--- config.mk ---
export PLATFORM = sky130hd
export DESIGN_NAME = rxp_pause_ctrl
export DESIGN_NICKNAME = d
export VERILOG_FILES = /design/src/rtl/rxp_pkg.sv /design/src/rtl/rxp_quanta_tick.sv /design/src/rtl/rxp_channel.sv /design/src/rtl/rxp_pause_ctrl.sv
export SDC_FILE = /design/constraint.sdc
export NUM_CORES = 1
export LEC_CHECK = 0
export ABC_CLOCK_PERIOD_IN_PS = 3400
export BUFFER_PORTS_ARGS = -buffer_cell sky130_fd_sc_hd__buf_2
export CORE_MARGIN = 2
export CORE_UTILIZATION = 45
export CTS_CLUSTER_DIAMETER = 30
export DETAILED_ROUTE_END_ITERATION = 12
export PLACE_DENSITY = 0.65
export SKIP_LAST_GASP = 1
export SLEW_MARGIN = 20
export SYNTH_ARGS = -nofsm -noshare
export SYNTH_HDL_FRONTEND = slang
export SYNTH_SLANG_ARGS = --single-unit
--- constraint.sdc ---
create_clock -name clk -period 3.4 [get_ports clk]
set_clock_uncertainty 0.15 [all_clocks]
set_input_delay 1.02 -clock clk [delete_from_list [all_inputs] [get_ports clk]]
set_output_delay 1.02 -clock clk [all_outputs]
set_load 0.01 [all_outputs]
--- src/rtl/rxp_pkg.sv ---
package rxp_pkg;

    typedef enum logic [1:0] {
        CH_IDLE     = 2'd0,
        CH_ACK_WAIT = 2'd1,
        CH_COUNT    = 2'd2,
        CH_RELEASE  = 2'd3
    } ch_state_t;

endpackage

--- src/rtl/rxp_quanta_tick.sv ---
module rxp_quanta_tick #(
    parameter int CYCLES_PER_QUANTA = 4
) (
    input  logic clk,
    input  logic rst,
    output logic tick
);
    generate
        if (CYCLES_PER_QUANTA <= 1) begin : g_every
            assign tick = 1'b1;
        end else begin : g_div
            localparam int CW = $clog2(CYCLES_PER_QUANTA);
            logic [CW-1:0] cnt;

            always_ff @(posedge clk) begin
                if (rst) begin
                    cnt <= '0;
                end else if (cnt == CW'(CYCLES_PER_QUANTA - 1)) begin
                    cnt <= '0;
                end else begin
                    cnt <= cnt + 1'b1;
                end
            end

            assign tick = (cnt == CW'(CYCLES_PER_QUANTA - 1));
        end
    endgenerate
endmodule

--- src/rtl/rxp_channel.sv ---
module rxp_channel
    import rxp_pkg::*;
#(
    parameter int QW             = 16,
    parameter int RELEASE_CYCLES = 32
) (
    input  logic          clk,
    input  logic          rst,
    input  logic          tick,
    input  logic          pulse,
    input  logic [QW-1:0] quanta,
    input  logic          en,
    input  logic          ack_mode,
    input  logic          ack,
    output logic          req
);
    localparam int RCW = (RELEASE_CYCLES > 1) ? $clog2(RELEASE_CYCLES) : 1;

    ch_state_t     st, st_nxt;
    logic [QW-1:0] tmr;
    logic [RCW-1:0] rel_cnt;
    logic          take;
    logic          tmr_load, tmr_dec, tmr_clr, rel_inc;

    assign take = pulse && en;

    // state register
    always_ff @(posedge clk) begin
        if (rst) st <= CH_IDLE;
        else     st <= st_nxt;
    end

    // next state and datapath controls
    always_comb begin
        st_nxt   = st;
        tmr_load = 1'b0;
        tmr_dec  = 1'b0;
        tmr_clr  = 1'b0;
        rel_inc  = 1'b0;
        unique case (st)
            CH_IDLE: begin
                if (take) begin
                    tmr_load = 1'b1;
                    st_nxt   = ack_mode ? CH_ACK_WAIT : CH_COUNT;
                end
            end
            CH_ACK_WAIT: begin
                if (take) tmr_load = 1'b1;
                if (ack || !ack_mode) st_nxt = CH_COUNT;
            end
            CH_COUNT: begin
                if (take) begin
                    tmr_load = 1'b1;
                end else if (tick) begin
                    if (tmr <= QW'(1)) begin
                        tmr_clr = 1'b1;
                        st_nxt  = ack_mode ? CH_RELEASE : CH_IDLE;
                    end else begin
                        tmr_dec = 1'b1;
                    end
                end
            end
            CH_RELEASE: begin
                if (take) begin
                    tmr_load = 1'b1;
                    st_nxt   = CH_COUNT;
                end else if (!ack || !ack_mode) begin
                    st_nxt = CH_IDLE;
                end else if (rel_cnt == RCW'(RELEASE_CYCLES - 1)) begin
                    st_nxt = CH_IDLE;
                end else begin
                    rel_inc = 1'b1;
                end
            end
            default: st_nxt = CH_IDLE;
        endcase
    end

    // quanta timer
    always_ff @(posedge clk) begin
        if (rst || tmr_clr) tmr <= '0;
        else if (tmr_load)  tmr <= quanta;
        else if (tmr_dec)   tmr <= tmr - 1'b1;
    end

    // release-wait timeout counter
    always_ff @(posedge clk) begin
        if (rst || st != CH_RELEASE) rel_cnt <= '0;
        else if (rel_inc)            rel_cnt <= rel_cnt + 1'b1;
    end

    // outputs
    always_comb begin
        req = (st == CH_ACK_WAIT) || (st == CH_COUNT);
    end
endmodule

--- src/rtl/rxp_pause_ctrl.sv ---
module rxp_pause_ctrl #(
    parameter int NUM_CH            = 9,
    parameter int QW                = 16,
    parameter int CYCLES_PER_QUANTA = 4,
    parameter int RELEASE_CYCLES    = 32
) (
    input  logic                 clk,
    input  logic                 rst,
    input  logic [NUM_CH-1:0]    pause_rx_vld,
    input  logic [NUM_CH*QW-1:0] pause_rx_quanta,
    input  logic [NUM_CH-1:0]    pause_en,
    input  logic                 ack_check_mode,
    input  logic [NUM_CH-1:0]    pause_ack,
    output logic [NUM_CH-1:0]    pause_req
);
    logic q_tick;

    rxp_quanta_tick #(
        .CYCLES_PER_QUANTA(CYCLES_PER_QUANTA)
    ) u_tick (
        .clk (clk),
        .rst (rst),
        .tick(q_tick)
    );

    generate
        for (genvar i = 0; i < NUM_CH; i++) begin : g_ch
            rxp_channel #(
                .QW            (QW),
                .RELEASE_CYCLES(RELEASE_CYCLES)
            ) u_ch (
                .clk     (clk),
                .rst     (rst),
                .tick    (q_tick),
                .pulse   (pause_rx_vld[i]),
                .quanta  (pause_rx_quanta[i*QW +: QW]),
                .en      (pause_en[i]),
                .ack_mode(ack_check_mode),
                .ack     (pause_ack[i]),
                .req     (pause_req[i])
            );
        end
    endgenerate
endmodule

Word level (Yosys, flattened, before mapping). Cells that the tools add are included.

Register bits after elaboration: 209. Word-level logic and storage cells: 484. Input port bits: 174.

Add/subtract/negate cells: 19. Multiplexer cells: 227. Equal/unequal tests: 100. $lt $le $gt $ge: 9. Reductions and logical operators: 101.

Operators by type and width (number): 16-bit 2-to-1 mux (18); 2-bit 2-to-1 mux (74); 16-bit by 1-bit <= comparator with 1-bit output, second input constant (9); 16-bit by 1-bit subtractor with 16-bit output, second input constant (9); 1-bit 2-to-1 mux (126); 2-bit case mux with 4 select lines (9); 2-bit by 1-bit inequality test with 1-bit output, second input constant (28); 6-bit AND reduction (9); 2-bit inequality test, second input constant (26); 5-bit by 1-bit adder with 5-bit output, second input constant (9); 5-bit == test, second input constant (9); 1-bit logical OR (45); 2-bit == test, second input constant (19); 4-bit by 1-bit inequality test with 1-bit output, second input constant (9); 4-bit OR reduction (9); 2-bit by 1-bit == test with 1-bit output, second input constant (9); 2-bit zero test (9); 2-bit nonzero test (9); 1-bit zero test (10); 1-bit logical AND (9); 2-bit by 1-bit adder with 2-bit output, second input constant (1); 2-bit OR reduction (1).

Depth between registers and ports, before layout.
Depth after elaboration: 7. Depth in mapped cells: 9. Gate-level depth less buffers: 9.

Modules after synthesis. A second synthesis with hierarchy kept.

Cells, all modules: 1509. Area total of the unflattened synthesis: 12847.3 µm².

By module, submodules not included: rxp_channel at g_ch[0].u_ch ... (times used 7, area each 1421.4 µm², cells an instance 166); rxp_channel at g_ch[7].u_ch ... (times used 2, area each 1411.4 µm², cells an instance 171); rxp_quanta_tick (times used 1, area each 75.1 µm², cells an instance 5).

Least setup slack after synthesis. OpenSTA, ideal clock, no wires.

Path type: input port to flip-flop. From: input ack_check_mode. To: register g_ch[0].u_ch.st[1]. Data arrival time: 2.419 ns. Library setup time: 0.129 ns. Cell stages on the path: 7. Data required time: 3.121 ns. Setup slack: 0.702 ns. Path buffers: 4. Cells stage by stage: clkbuf_1 > clkbuf_1 > buf_1 > clkbuf_1 > a21oi_1 > a31oi_1 > nor2_1.

Longest elaborated chain between the ends: 5. Elaborated cells between the ends (all ways): 15.

Ends and longest elaborated chain: from (decl) (line rxp_pause_ctrl.sv:12) `input logic ack_check_mode,`; 2-bit 2-to-1 mux or 1-bit zero test (tied branches) (line rxp_channel.sv:57, rxp_channel.sv:49, rxp_channel.sv:67); 2-bit 2-to-1 mux or 1-bit logical OR (tied branches) (line rxp_channel.sv:55, rxp_channel.sv:67); 2-bit 2-to-1 mux (on tied branches) (line rxp_channel.sv:54, rxp_channel.sv:67); 2-bit 2-to-1 mux (on tied branches) (line rxp_channel.sv:52, rxp_channel.sv:64); 2-bit case mux with 4 select lines (line rxp_channel.sv:40) `unique case (st)`; to (signal assigned) (line rxp_channel.sv:30) `else st <= st_nxt;`; to (decl) (line rxp_channel.sv:19) `ch_state_t st, st_nxt;`.

Parallel ways exist; a longest one is shown, timed or not. The select of a mux whose other input is x is not followed. A chain may end at the register's enable or synchronous reset.

Worst setup path after layout.
From: register g_ch[3].u_ch.tmr[3]. To: register g_ch[3].u_ch.tmr[9].

Longest elaborated chain between the ends: 6. Elaborated cells between the ends (all ways): 14.

Ends and longest elaborated chain: from (decl) (line rxp_channel.sv:20) `logic [QW-1:0] tmr;`; from (signal assigned) (line rxp_channel.sv:82) `else if (tmr_load) tmr <= quanta;`; from (signal assigned) (line rxp_channel.sv:83) `else if (tmr_dec) tmr <= tmr - 1'b1;`; 16-bit by 1-bit <= comparator with 1-bit output (line rxp_channel.sv:55) `if (tmr <= QW'(1)) begin`; 1-bit 2-to-1 mux (line rxp_channel.sv:55); 1-bit 2-to-1 mux (line rxp_channel.sv:54) `end else if (tick) begin`; 1-bit 2-to-1 mux (line rxp_channel.sv:52) `if (take) begin`; 1-bit 2-to-1 mux (line rxp_channel.sv:40); 2-bit nonzero test (no source line) or 1-bit logical OR (tied branches).

Parallel ways exist; a longest one is shown, timed or not. The select of a mux whose other input is x is not followed.

==> summary.txt <==
Floorplan
  • Die Area: roughly 28,000 um2
  • Height of the die: 168 um
  • Chip Width: 168 um
  • Initial Utilization: 0.453
  • Std-Cell Rows: 60
  • Ports placed on the boundary: approximately 180
  • Core region area: 26,700 um2

Synthesis
  • Leading area contributor after synthesis: sky130_fd_sc_hd__dfxtp_1
  • Cells after synthesis: roughly 1,500
  • Flip-flop cell with the highest count after synthesis: sky130_fd_sc_hd__dfxtp_1
  • Total nets after synthesis: 1,712
  • Sequential-to-total area share from yosys stat: 0.345
  • Average size of a mapped cell: between 8 and 9 um2
  • Warnings, synthesis: 0
  • Fraction of registers with async set or reset after synthesis: 0
  • Area share of the leading cell type in the synthesized netlist: 0.345
  • Most area-consuming cells after synthesis: sky130_fd_sc_hd__dfxtp_1 (35%), sky130_fd_sc_hd__ha_1 (8.5%), sky130_fd_sc_hd__nor2_1 (6.8%)
  • Synthesized cell area: 12,100 um2
  • Cell variety after synth: 71
  • EDFF count, synth: 0
  • Flip-flop and latch count after synthesis: around 210

Critical path
  • Biggest cell delay along the critical path: 600 ps
  • Worst Path Buf+Inv: 0
  • CP Capture Type: flop
  • Cell breakdown of the critical path: or4_4, or4b_4, and2b_2, a41o_1, nor3_1
  • Critical path startpoint category: flop
  • Type of the worst setup path: reg2reg
  • Arrival time at the worst endpoint: 3110 ps
  • Required arrival time at the worst endpoint: 3640 ps
  • Critical Path Fanout Max: 15
  • Critical-path cell with the highest stage delay: sky130_fd_sc_hd__a41o_1
  • Family of cells with the greatest summed delay on the critical path: simple AND/OR/NAND/NOR gates

Global route
  • Global-route usage over all layers: 0.196
  • Maximum number of pins on one net before global-route repair: 32
  • First-pass GRT wire length: 47,700 um
  • Number of global-route vias before repair: 10,506
  • Number of antenna violations at the first check in global routing: 1
  • Grt total ovfl: 0

Timing
  • Final total negative setup slack: 0 ps
  • Peak Freq: 347 MHz
  • Setup-violating endpoint count in the final report: 0
  • Worst-margin pin slew: 829 ps
  • Headroom to the max-slew limit: 0.445
  • Number of hold violations in the final report: 0
  • Min Tclk post-route: 2880 ps
  • Final critical-path share of the clock period: 0.847
  • RSZ-0062 raised after global routing: false
  • Hold WS: 289 ps
  • Total count of max-transition violations in the final report: 0

Final layout
  • Count of fill cells added during filler insertion: 2,422
  • Commonest cells after routing, fill and taps aside: sky130_fd_sc_hd__nor2_1 (221), sky130_fd_sc_hd__dfxtp_1 (209), sky130_fd_sc_hd__buf_2 (182)
  • Fraction of final layout cells with drive strength greater than 1: 0.201
  • Area added between synthesis and finish: 26.1%
  • Layout net count: 1,910
  • Leading cell type in the layout, fill and taps excluded: sky130_fd_sc_hd__nor2_1

Route
  • DRC: 0
  • Drt total wl: 28,300 um
  • Remaining number of nets flagged by the antenna check after routing: 0
  • DR vias: 11,023
  • DR WL/cell: 13.9 um
  • Via count normalized by instance count: 5.41
  • Drt initial violations: 547
  • Pre-Repair DR Iteration Count: 5

Placed design
  • Final weighted congestion of routability-driven global placement: 0.823
  • Final HPWL DP: 19,700 um
  • IO buf count: 182

CTS
  • CTS clk-pin slew, worst paths: around 40 ps
  • Hold-fix buffers at CTS: 0
  • TritonCTS clock tree: yes
  • Buffer cell driving the clock tree root: sky130_fd_sc_hd__clkbuf_16
  • Post CTS Setup Buffer Count: 0
  • Post-cts gate resize count: 0
  • Clock sink count: roughly 210
  • Clock Path Buffers: 3
  • Maximum level of the CTS H-tree: 2
  • Number of buffers inserted during clock tree synthesis: 55
  • Insertion delay of the later-clocked pin in the worst-skew pair: 540 ps

Pwr
  • Leakage dissipation: 0.00604 uW
  • Power density over the cells: 630 nW/um2
  • Maximum resistive drop on vdd: 367 uV

Run
  • Number of maximum-capacitance constraint violations: 0

Worst hold path
  • Path category of the worst min-delay check: reg2reg

Run status
  • Run status: finished clean
-- state kept, by name, summed over array words and instances, names as in the netlist --
signal	cells
g_ch.u_ch.tmr	144
g_ch.u_ch.st	18
g_ch.u_ch.rel_cnt	45
u_tick.g_div.cnt	2
-- per-layer routing --
layer  vias up  global-route usage  wire length (um)
li1       5679                   -                 -
met1      5063               0.258             13700
met2       230               0.329             12800
met3        51              0.0397              1340
met4         0              0.0517               519
met5         -                   0                 0
-- synthesized netlist by cell type (all sizes together), types with 11 or more instances --
| cell | count |
|---|---|
| xnor2 | 82 |
| ha | 82 |
| a21oi | 82 |
| inv | 37 |
| a211oi | 98 |
| mux2i | 21 |
| nand2 | 104 |
| dfxtp | 209 |
| nor2 | 222 |
| nand2b | 13 |
| buf | 22 |
| xor2 | 43 |
| and3 | 17 |
| and2 | 12 |
| nand4 | 23 |
| o21ai | 54 |
| or3 | 16 |
| nand3 | 21 |
| nor4 | 39 |
| or4 | 23 |
| a31oi | 13 |
| clkbuf | 52 |
| nor3 | 61 |
| nand4b | 11 |
-- cells by family (layout without fill, tap and decap cells) --
group / count (synthesis) / after routing / share of synthesized area
xor gates and xnor gates: 125 / 125 / 0.0904
other: 0 / 1 / 0
and+or+nand+nor: 589 / 589 / 0.246
AOI/OAI and AO/OA: 319 / 319 / 0.177
adders and majority gates: 82 / 82 / 0.0847
DFF: 209 / 209 / 0.345
muxes: 21 / 21 / 0.0173
buffers and inverters: 111 / 351 / 0.0385
-- report_power, final --
group / internal (uW) / switching (uW) / total, uW / leakage (uW)
clock: 3780 / 1480 / 5250 / 0.000945
combinational: 676 / 867 / 1540 / 0.00338
sequential: 2640 / 186 / 2830 / 0.00171
total: 7100 / 2530 / 9630 / 0.00604
-- cell type report --
class	count	area, um2	share of cell area
multi-input combinational	1136	7470	0.489
sequential	209	4180	0.274
clock buffer	76	1580	0.103
timing repair buffer	215	1160	0.0758
tap	341	427	0.0279
clock inverter	23	329	0.0215
inverter	37	139	0.00909
antenna	1	2.50	0.000164
-- through the flow --
step / worst slack [ps] / area [um2] / total power (uW) / std cells / util
6_report: 522 / 15300 / 9630 / 2038 / 0.572
4_1_cts: 528 / 15300 / 9720 / 2037 / 0.572
2_1_floorplan: 702 / 12100 / 4020 / 1456 / -
3_5_place_dp: 443 / 13400 / 4400 / 1938 / 0.500
3_3_place_gp: 513 / 13400 / 4370 / 1938 / 0.500
5_1_grt: 379 / 15300 / 10100 / 2037 / 0.572
-- final timing paths --
kind / start / end / slack, ps / depth (start not counted)
setup / recovery: g_ch[3].u_ch.tmr[3]$_SDFFE_PP0P_ / g_ch[3].u_ch.tmr[9]$_SDFFE_PP0P_ / 520 / 5
hold / removal: u_tick.g_div.cnt[0]$_SDFF_PP0_ / u_tick.g_div.cnt[0]$_SDFF_PP0_ / 290 / 1
setup reg to reg: g_ch[3].u_ch.tmr[3]$_SDFFE_PP0P_ / g_ch[3].u_ch.tmr[9]$_SDFFE_PP0P_ / 520 / 5
hold reg to reg: u_tick.g_div.cnt[0]$_SDFF_PP0_ / u_tick.g_div.cnt[0]$_SDFF_PP0_ / 290 / 1
No activity file was read; power rests on OpenSTA's default activity.
